[src/rtl/blt_pkg.sv]
package blt_pkg;

    typedef enum logic [2:0] {
        ST_IDLE,
        ST_SETUP,
        ST_RD_SRC,
        ST_RD_DST,
        ST_WRITE,
        ST_DONE
    } blt_state_e;

    localparam logic [1:0] SRC_COLOR = 2'd0;
    localparam logic [1:0] SRC_MONO  = 2'd1;

    localparam logic [1:0] TR_SRC_KEY = 2'd1;
    localparam logic [1:0] TR_DST_KEY = 2'd2;

endpackage

[src/rtl/blt_rop_unit.sv]
module blt_rop_unit #(
    parameter int DW = 32
) (
    input  logic [7:0]    rop,
    input  logic [DW-1:0] s_pix,
    input  logic [DW-1:0] p_pix,
    input  logic [DW-1:0] d_pix,
    output logic [DW-1:0] r_pix
);
    for (genvar i = 0; i < DW; i++) begin : g_bit
        assign r_pix[i] = rop[{p_pix[i], s_pix[i], d_pix[i]}];
    end
endmodule

[src/rtl/blt_color_gen.sv]
module blt_color_gen #(
    parameter int DW = 32,
    localparam int BW = $clog2(DW)
) (
    input  logic [1:0]    src_mode,
    input  logic [DW-1:0] src_word,
    input  logic [BW-1:0] bit_sel,
    input  logic [5:0]    pat_idx,
    input  logic [63:0]   pattern,
    input  logic [DW-1:0] fg_color,
    input  logic [DW-1:0] bg_color,
    input  logic [DW-1:0] mask,
    output logic [DW-1:0] src_c,
    output logic [DW-1:0] pat_c
);
    import blt_pkg::*;

    always_comb begin
        unique case (src_mode)
            SRC_COLOR: src_c = src_word & mask;
            SRC_MONO:  src_c = (src_word[bit_sel] ? fg_color : bg_color) & mask;
            default:   src_c = fg_color & mask;
        endcase
        pat_c = (pattern[pat_idx] ? fg_color : bg_color) & mask;
    end
endmodule

[src/rtl/blt_dir_sel.sv]
module blt_dir_sel #(
    parameter int AW = 16,
    parameter int CW = 12
) (
    input  logic [AW-1:0] src_addr,
    input  logic [AW-1:0] dst_addr,
    input  logic [AW-1:0] src_pitch,
    input  logic [AW-1:0] dst_pitch,
    input  logic [CW-1:0] width,
    input  logic [CW-1:0] height,
    input  logic          color_src,
    output logic          reverse,
    output logic [AW-1:0] src_last_row,
    output logic [AW-1:0] dst_last_row
);
    logic [AW-1:0] hm1;
    logic [AW-1:0] wm1;
    logic [AW-1:0] src_end;

    always_comb begin
        hm1          = {{(AW-CW){1'b0}}, height - CW'(1)};
        wm1          = {{(AW-CW){1'b0}}, width - CW'(1)};
        src_last_row = src_addr + hm1 * src_pitch;
        dst_last_row = dst_addr + hm1 * dst_pitch;
        src_end      = src_last_row + wm1;
        reverse      = color_src && (dst_addr > src_addr) && (dst_addr <= src_end);
    end
endmodule

[src/rtl/blt_engine.sv]
module blt_engine #(
    parameter int AW = 16,
    parameter int CW = 12,
    parameter int DW = 32
) (
    input  logic          clk,
    input  logic          rst_n,
    input  logic          start,
    input  logic [AW-1:0] src_addr,
    input  logic [AW-1:0] dst_addr,
    input  logic [AW-1:0] src_pitch,
    input  logic [AW-1:0] dst_pitch,
    input  logic [CW-1:0] width,
    input  logic [CW-1:0] height,
    input  logic [1:0]    depth,
    input  logic [7:0]    rop,
    input  logic [1:0]    src_mode,
    input  logic [63:0]   pattern,
    input  logic [DW-1:0] fg_color,
    input  logic [DW-1:0] bg_color,
    input  logic [1:0]    trans_mode,
    input  logic [DW-1:0] key_color,
    output logic          busy,
    output logic          done,
    output logic          mem_req,
    output logic          mem_we,
    output logic [AW-1:0] mem_addr,
    output logic [DW-1:0] mem_wdata,
    input  logic [DW-1:0] mem_rdata
);
    import blt_pkg::*;

    localparam int BW = $clog2(DW);

    blt_state_e    state_q, state_d;
    logic [CW-1:0] xx_q, yy_q;
    logic [AW-1:0] src_row_q, dst_row_q;
    logic [DW-1:0] src_q;
    logic          rev_q;

    logic          solid, empty, rev_w;
    logic [AW-1:0] src_last_row, dst_last_row;
    logic [DW-1:0] mask, src_c, pat_c, dst_m, rop_out, key_m;
    logic          row_end, last_row, wr_ok;
    logic [AW-1:0] xx_ext, src_rd_addr;

    assign solid  = src_mode[1];
    assign empty  = (width == '0) || (height == '0);
    assign xx_ext = {{(AW-CW){1'b0}}, xx_q};

    always_comb begin
        unique case (depth)
            2'd0:    mask = {{(DW-8){1'b0}}, 8'hFF};
            2'd1:    mask = {{(DW-16){1'b0}}, 16'hFFFF};
            default: mask = '1;
        endcase
    end

    blt_dir_sel #(.AW(AW), .CW(CW)) i_dir (
        .src_addr     (src_addr),
        .dst_addr     (dst_addr),
        .src_pitch    (src_pitch),
        .dst_pitch    (dst_pitch),
        .width        (width),
        .height       (height),
        .color_src    (src_mode == SRC_COLOR),
        .reverse      (rev_w),
        .src_last_row (src_last_row),
        .dst_last_row (dst_last_row)
    );

    blt_color_gen #(.DW(DW)) i_color (
        .src_mode (src_mode),
        .src_word (src_q),
        .bit_sel  (xx_q[BW-1:0]),
        .pat_idx  ({yy_q[2:0], xx_q[2:0]}),
        .pattern  (pattern),
        .fg_color (fg_color),
        .bg_color (bg_color),
        .mask     (mask),
        .src_c    (src_c),
        .pat_c    (pat_c)
    );

    assign dst_m = mem_rdata & mask;
    assign key_m = key_color & mask;

    blt_rop_unit #(.DW(DW)) i_rop (
        .rop   (rop),
        .s_pix (src_c),
        .p_pix (pat_c),
        .d_pix (dst_m),
        .r_pix (rop_out)
    );

    always_comb begin
        unique case (trans_mode)
            TR_SRC_KEY: wr_ok = (src_c != key_m);
            TR_DST_KEY: wr_ok = (dst_m == key_m);
            default:    wr_ok = 1'b1;
        endcase
    end

    assign row_end  = rev_q ? (xx_q == '0) : (xx_q == width - CW'(1));
    assign last_row = rev_q ? (yy_q == '0) : (yy_q == height - CW'(1));
    assign src_rd_addr = (src_mode == SRC_MONO) ? src_row_q + (xx_ext >> BW)
                                                : src_row_q + xx_ext;

    // next-state logic
    always_comb begin
        state_d = state_q;
        unique case (state_q)
            ST_IDLE:   if (start) state_d = ST_SETUP;
            ST_SETUP:  state_d = empty ? ST_DONE : (solid ? ST_RD_DST : ST_RD_SRC);
            ST_RD_SRC: state_d = ST_RD_DST;
            ST_RD_DST: state_d = ST_WRITE;
            ST_WRITE:  state_d = (row_end && last_row) ? ST_DONE
                               : (solid ? ST_RD_DST : ST_RD_SRC);
            ST_DONE:   state_d = ST_IDLE;
            default:   state_d = ST_IDLE;
        endcase
    end

    // state register
    always_ff @(posedge clk or negedge rst_n) begin
        if (!rst_n) state_q <= ST_IDLE;
        else        state_q <= state_d;
    end

    // walk datapath
    always_ff @(posedge clk or negedge rst_n) begin
        if (!rst_n) begin
            xx_q      <= '0;
            yy_q      <= '0;
            src_row_q <= '0;
            dst_row_q <= '0;
            src_q     <= '0;
            rev_q     <= 1'b0;
        end else begin
            unique case (state_q)
                ST_SETUP: begin
                    rev_q     <= rev_w;
                    xx_q      <= rev_w ? width - CW'(1) : '0;
                    yy_q      <= rev_w ? height - CW'(1) : '0;
                    src_row_q <= rev_w ? src_last_row : src_addr;
                    dst_row_q <= rev_w ? dst_last_row : dst_addr;
                end
                ST_RD_DST: if (!solid) src_q <= mem_rdata;
                ST_WRITE: begin
                    if (row_end) begin
                        xx_q      <= rev_q ? width - CW'(1) : '0;
                        yy_q      <= rev_q ? yy_q - CW'(1) : yy_q + CW'(1);
                        src_row_q <= rev_q ? src_row_q - src_pitch : src_row_q + src_pitch;
                        dst_row_q <= rev_q ? dst_row_q - dst_pitch : dst_row_q + dst_pitch;
                    end else begin
                        xx_q <= rev_q ? xx_q - CW'(1) : xx_q + CW'(1);
                    end
                end
                default: ;
            endcase
        end
    end

    // outputs
    always_comb begin
        busy      = 1'b1;
        done      = 1'b0;
        mem_req   = 1'b0;
        mem_we    = 1'b0;
        mem_addr  = '0;
        mem_wdata = '0;
        unique case (state_q)
            ST_IDLE:   busy = 1'b0;
            ST_SETUP:  ;
            ST_RD_SRC: begin
                mem_req  = 1'b1;
                mem_addr = src_rd_addr;
            end
            ST_RD_DST: begin
                mem_req  = 1'b1;
                mem_addr = dst_row_q + xx_ext;
            end
            ST_WRITE: begin
                mem_req   = wr_ok;
                mem_we    = wr_ok;
                mem_addr  = dst_row_q + xx_ext;
                mem_wdata = rop_out & mask;
            end
            ST_DONE:   done = 1'b1;
            default:   busy = 1'b0;
        endcase
    end

    // the memory port is quiet whenever the engine is idle
    a_r9_idle_quiet: assert property (@(posedge clk) disable iff (!rst_n)
        !busy |-> !mem_req);

    // an accepted start raises busy in the next cycle
    a_r7_start_busy: assert property (@(posedge clk) disable iff (!rst_n)
        (start && !busy) |=> busy);

    // busy drops in the cycle after the done pulse
    a_r7_done_ends: assert property (@(posedge clk) disable iff (!rst_n)
        done |=> (!busy && !done));

    // an empty rectangle finishes without touching memory
    a_r8_empty_quiet: assert property (@(posedge clk) disable iff (!rst_n)
        (start && !busy && ((width == '0) || (height == '0)))
        |=> (!mem_req ##1 (done && !mem_req)));

    // 8-bit writes clear the upper bits of the word
    a_r3_depth8_clear: assert property (@(posedge clk) disable iff (!rst_n)
        (mem_we && depth == 2'd0) |-> (mem_wdata[DW-1:8] == '0));

endmodule

[config.mk]
export PLATFORM = sky130hd
export DESIGN_NAME = blt_engine
export DESIGN_NICKNAME = d
export VERILOG_FILES = /design/src/rtl/blt_pkg.sv /design/src/rtl/blt_rop_unit.sv /design/src/rtl/blt_color_gen.sv /design/src/rtl/blt_dir_sel.sv /design/src/rtl/blt_engine.sv
export SDC_FILE = /design/constraint.sdc
export NUM_CORES = 1
export LEC_CHECK = 0
export BUFFER_PORTS_ARGS = -buffer_cell sky130_fd_sc_hd__buf_2
export CORE_MARGIN = 4
export CORE_UTILIZATION = 55
export DETAILED_ROUTE_END_ITERATION = 6
export PLACE_DENSITY = 0.77
export SYNTH_ARGS = -nofsm -noshare
export SYNTH_HDL_FRONTEND = slang
export SYNTH_HIERARCHICAL = 1
export SYNTH_SLANG_ARGS = --single-unit
[constraint.sdc]
create_clock -name clk -period 12.75 [get_ports clk]
set_input_delay 1.9125 -clock clk [delete_from_list [all_inputs] [get_ports clk]]
set_output_delay 1.9125 -clock clk [all_outputs]
set_load 0.01 [all_outputs]
==> reports/results.md <==
* smallest setup slack after layout: 1.511 ns
* Skew-Pair Late Insertion Delay: 0.38 ns
* max-slew violation count: 0
* Via density: 6.321
* fill cell total of the finished layout: 3,828
* DR vias: 23,830
* crit end category: flip-flop
* RSZ-0062 raised after global routing: false
* ratio of cells with drive above 1 in the final layout: 18.49%
* cell count after synthesis: 2,878
* commonest register cell after synthesis: sky130_fd_sc_hd__dfrtp_1
* Final setup violation count: 0
* die extent in y: 220.0 µm
* Initial Utilization: 55.75%
* CTS clk-pin slew, worst paths: 0.07 ns
* Post-Syn Area: 24,710 µm²
* Floorplan Core Area: 44,320 µm²
* dominant cells by area after synthesis: sky130_fd_sc_hd__fa_1, sky130_fd_sc_hd__ha_1, sky130_fd_sc_hd__dfrtp_1, sky130_fd_sc_hd__mux4_2, sky130_fd_sc_hd__xnor2_1
* largest net degree at the start of global routing: 91
* power per cell area: 286.8 nW/µm²
* std cell rows: 77
* average detailed-routed wire length per instance: 22.46 µm
* highest fanout seen on the critical path: 40
* total wire length: 84.66 mm
* Post CTS Setup Buffer Count: 0
* detailed router's first-iteration violation count: 2,652
* Total Negative Setup Slacks: 0 ns
* Final #Nets: 3,838
* leakage power figure: 12.69 nW
* sequential share of the synthesized area: 9.318%
* depth of the CTS H-tree: 3
* max-cap viol count: 0
* kind of cell with the highest combined delay on the critical path: simple AND/OR/NAND/NOR gates
* clock buffer count from CTS: 9
* clock tree from TritonCTS: built
* mean instance size in the synthesized netlist: 8.585 µm²
* estimated wirelength of the detail-placed design: 65.98 mm
* crit start category: input pin
* die outline area: 48,380 µm²
* final estimated routing congestion in global placement: 0.9991
* status: complete, but fails checks
* proportion of synthesized flip-flops having asynchronous set or reset: 100.0%
* iteration count of the initial detailed-routing pass: 7
* initial antenna violation count: 26
* number of resized instances in the post-cts repair step: 0
* Layout Cell Area excl Fill: 27,180 µm²
* clock tree buffer depth: 2
* synth cell count leaders: sky130_fd_sc_hd__nand2_1, sky130_fd_sc_hd__inv_1, sky130_fd_sc_hd__ha_1
* number of cells in the design after placement: 3,729
* first-pass GRT wire length: 130.1 mm
* Slew Limit Headroom: 25.82%
* number of global-route vias before repair: 23,940
* global-route usage over all layers: 34.35%
* worst clock skew: 0.01095 ns
* class of the tightest hold or removal check: flip-flop to flip-flop
* I/O Pins: 349
* synthesis-to-layout area growth: 10.02%
* die boundary width: 220.0 µm
* number of remaining DRC errors: 2
* fraction of synthesized cell area taken by the top area cell type: 15.48%
* Period minus WS final: 11.24 ns
* largest area contributor in the netlist: sky130_fd_sc_hd__fa_1
* clk sink count: 92
* count of warnings emitted by yosys: 6
* Critical Path Max Stage Delay: 0.86 ns
* Crit-path slowest cell: sky130_fd_sc_hd__xnor2_2
* Synth Register Bits: 92
* Worst Tran Pin Value: 1.107 ns
* number of distinct library cells after synthesis: 90
* Buffers & Inverters on Critical Path: 5
* signal arrival time at the worst endpoint: 11.52 ns
* Period Utilization, post-route: 88.15%
* final core utilization: 61.34%
* Port Buffer Count: 348
* Hold Violations, Final: 0
* failing checks: design-rule violations
* Congestion Overflow GR: 0
* dominant cell by count in the synthesized netlist: sky130_fd_sc_hd__nand2_1
* dpl cell area: 26,830 µm²
* timing-limited maximum frequency: 0.08898 GHz
* register-to-register setup slack: 8.79 ns
* clock root buffer: sky130_fd_sc_hd__clkbuf_16
* WS Path Type: input pin to flip-flop
* remaining number of nets flagged by the antenna check after routing: 0
* Req. time, crit path: 13.03 ns
* Final Non-Filler Cells: 3,769
* hold buffer count at cts: 0
* number of enable-type register cells in the synthesized netlist: 0
* worst-case setup slack after placement: 1.318 ns
* highest ir drop seen on vdd: 0.0003831 V
tightest hold or removal path, stage by stage (launching register included):
cell and delay [ns]:
sky130_fd_sc_hd__dfrtp_1 0.38, sky130_fd_sc_hd__nand2_1 0.05, sky130_fd_sc_hd__o21ai_0 0.06
logic make-up (layout without fill, tap and decap cells):
family	count (synthesis)	in the layout	synth area share, %
adder cells (fa/ha/maj)	393	393	25.71
buffers and inverters	451	703	7.556
other	1	48	0.01518
multiplexers	267	267	16.28
flip-flops	92	92	9.318
AND/OR/NAND/NOR	902	902	18.20
AO/OA/AOI/OAI	506	506	13.28
XOR/XNOR	266	266	9.652
cells in the final DEF, fill, tap and decap left out, types with 24 or more instances in the layout:
| master | count |
|---|---|
| sky130_fd_sc_hd__nor3_1 | 59 |
| sky130_fd_sc_hd__nor2b_1 | 60 |
| sky130_fd_sc_hd__diode_2 | 24 |
| sky130_fd_sc_hd__and3_1 | 32 |
| sky130_fd_sc_hd__buf_2 | 347 |
| sky130_fd_sc_hd__buf_4 | 29 |
| sky130_fd_sc_hd__a21oi_1 | 155 |
| sky130_fd_sc_hd__nand3_1 | 34 |
| sky130_fd_sc_hd__xnor2_1 | 182 |
| sky130_fd_sc_hd__mux4_2 | 74 |
| sky130_fd_sc_hd__o21ai_0 | 97 |
| sky130_fd_sc_hd__dfrtp_1 | 91 |
| sky130_fd_sc_hd__mux2i_1 | 95 |
| sky130_fd_sc_hd__nand2_1 | 313 |
| sky130_fd_sc_hd__fa_1 | 191 |
| sky130_fd_sc_hd__o221ai_1 | 41 |
| sky130_fd_sc_hd__inv_1 | 310 |
| sky130_fd_sc_hd__conb_1 | 24 |
| sky130_fd_sc_hd__ha_1 | 202 |
| sky130_fd_sc_hd__a21o_1 | 31 |
| sky130_fd_sc_hd__nor2_1 | 144 |
| sky130_fd_sc_hd__xor2_1 | 78 |
| sky130_fd_sc_hd__and2_1 | 102 |
| sky130_fd_sc_hd__nand2b_1 | 37 |
| sky130_fd_sc_hd__mux2_2 | 73 |
registers in the layout, summed over array words and instances, names as in the netlist:
name / cells
state_q: 3
rev_q: 1
src_row_q: 16
dst_row_q: 16
src_q: 32
yy_q: 12
xx_q: 12
per-layer routing:
layer  wire length, µm  part of all wire [%]  GRT usage [%]  up-vias
met2             39430                    47          55.70     1462
li1                  -                     -              -    10530
met4              5264                   6.2          18.40        8
met3              9126                    11          8.398      366
met5                44                 0.052              0        -
met1             30790                    36          42.33    11460
power by group:
part	leakage (nW)	switching (mW)	internal [mW]	total, mW
logic	11.4	3.72	3.12	6.83
registers	1.15	0.238	0.432	0.671
clock network	0.137	0.140	0.151	0.291
per-stage QoR:
stage / power (mW) / hold WS, ns
global route: 8.567 / 0.5543
floorplan: 5.920 / 0.4753
CTS: 7.718 / 0.5338
global placement: 7.122 / 0.5129
detailed placement: 7.384 / 0.5145
finish: 7.795 / 0.5271
final timing paths:
kind | depth (start not counted) | from | to
worst max-delay path | 35 | height[0] | xx_q[4]
worst min-delay path | 2 | dst_row_q[11] | dst_row_q[11]
worst max register to register | 11 | rev_q | dst_row_q[15]
worst min register to register | 2 | dst_row_q[11] | dst_row_q[11]
max in group asynchronous | 2 | rst_n | xx_q[1]
min in group asynchronous | 1 | rst_n | src_q[5]
cell type report:
cell class	instances	area (µm²)	area share [%]
inverters	311	1167	4.295
flip-flops and latches	92	2303	8.474
diodes	24	60.06	0.2209
clock inverters	7	67.56	0.2486
repair buffers	376	1954	7.190
clock buffers	9	225.2	0.8285
well taps	592	740.7	2.725
multi-input cells	2358	20660	76.02
(Power assumes the default switching activity.)
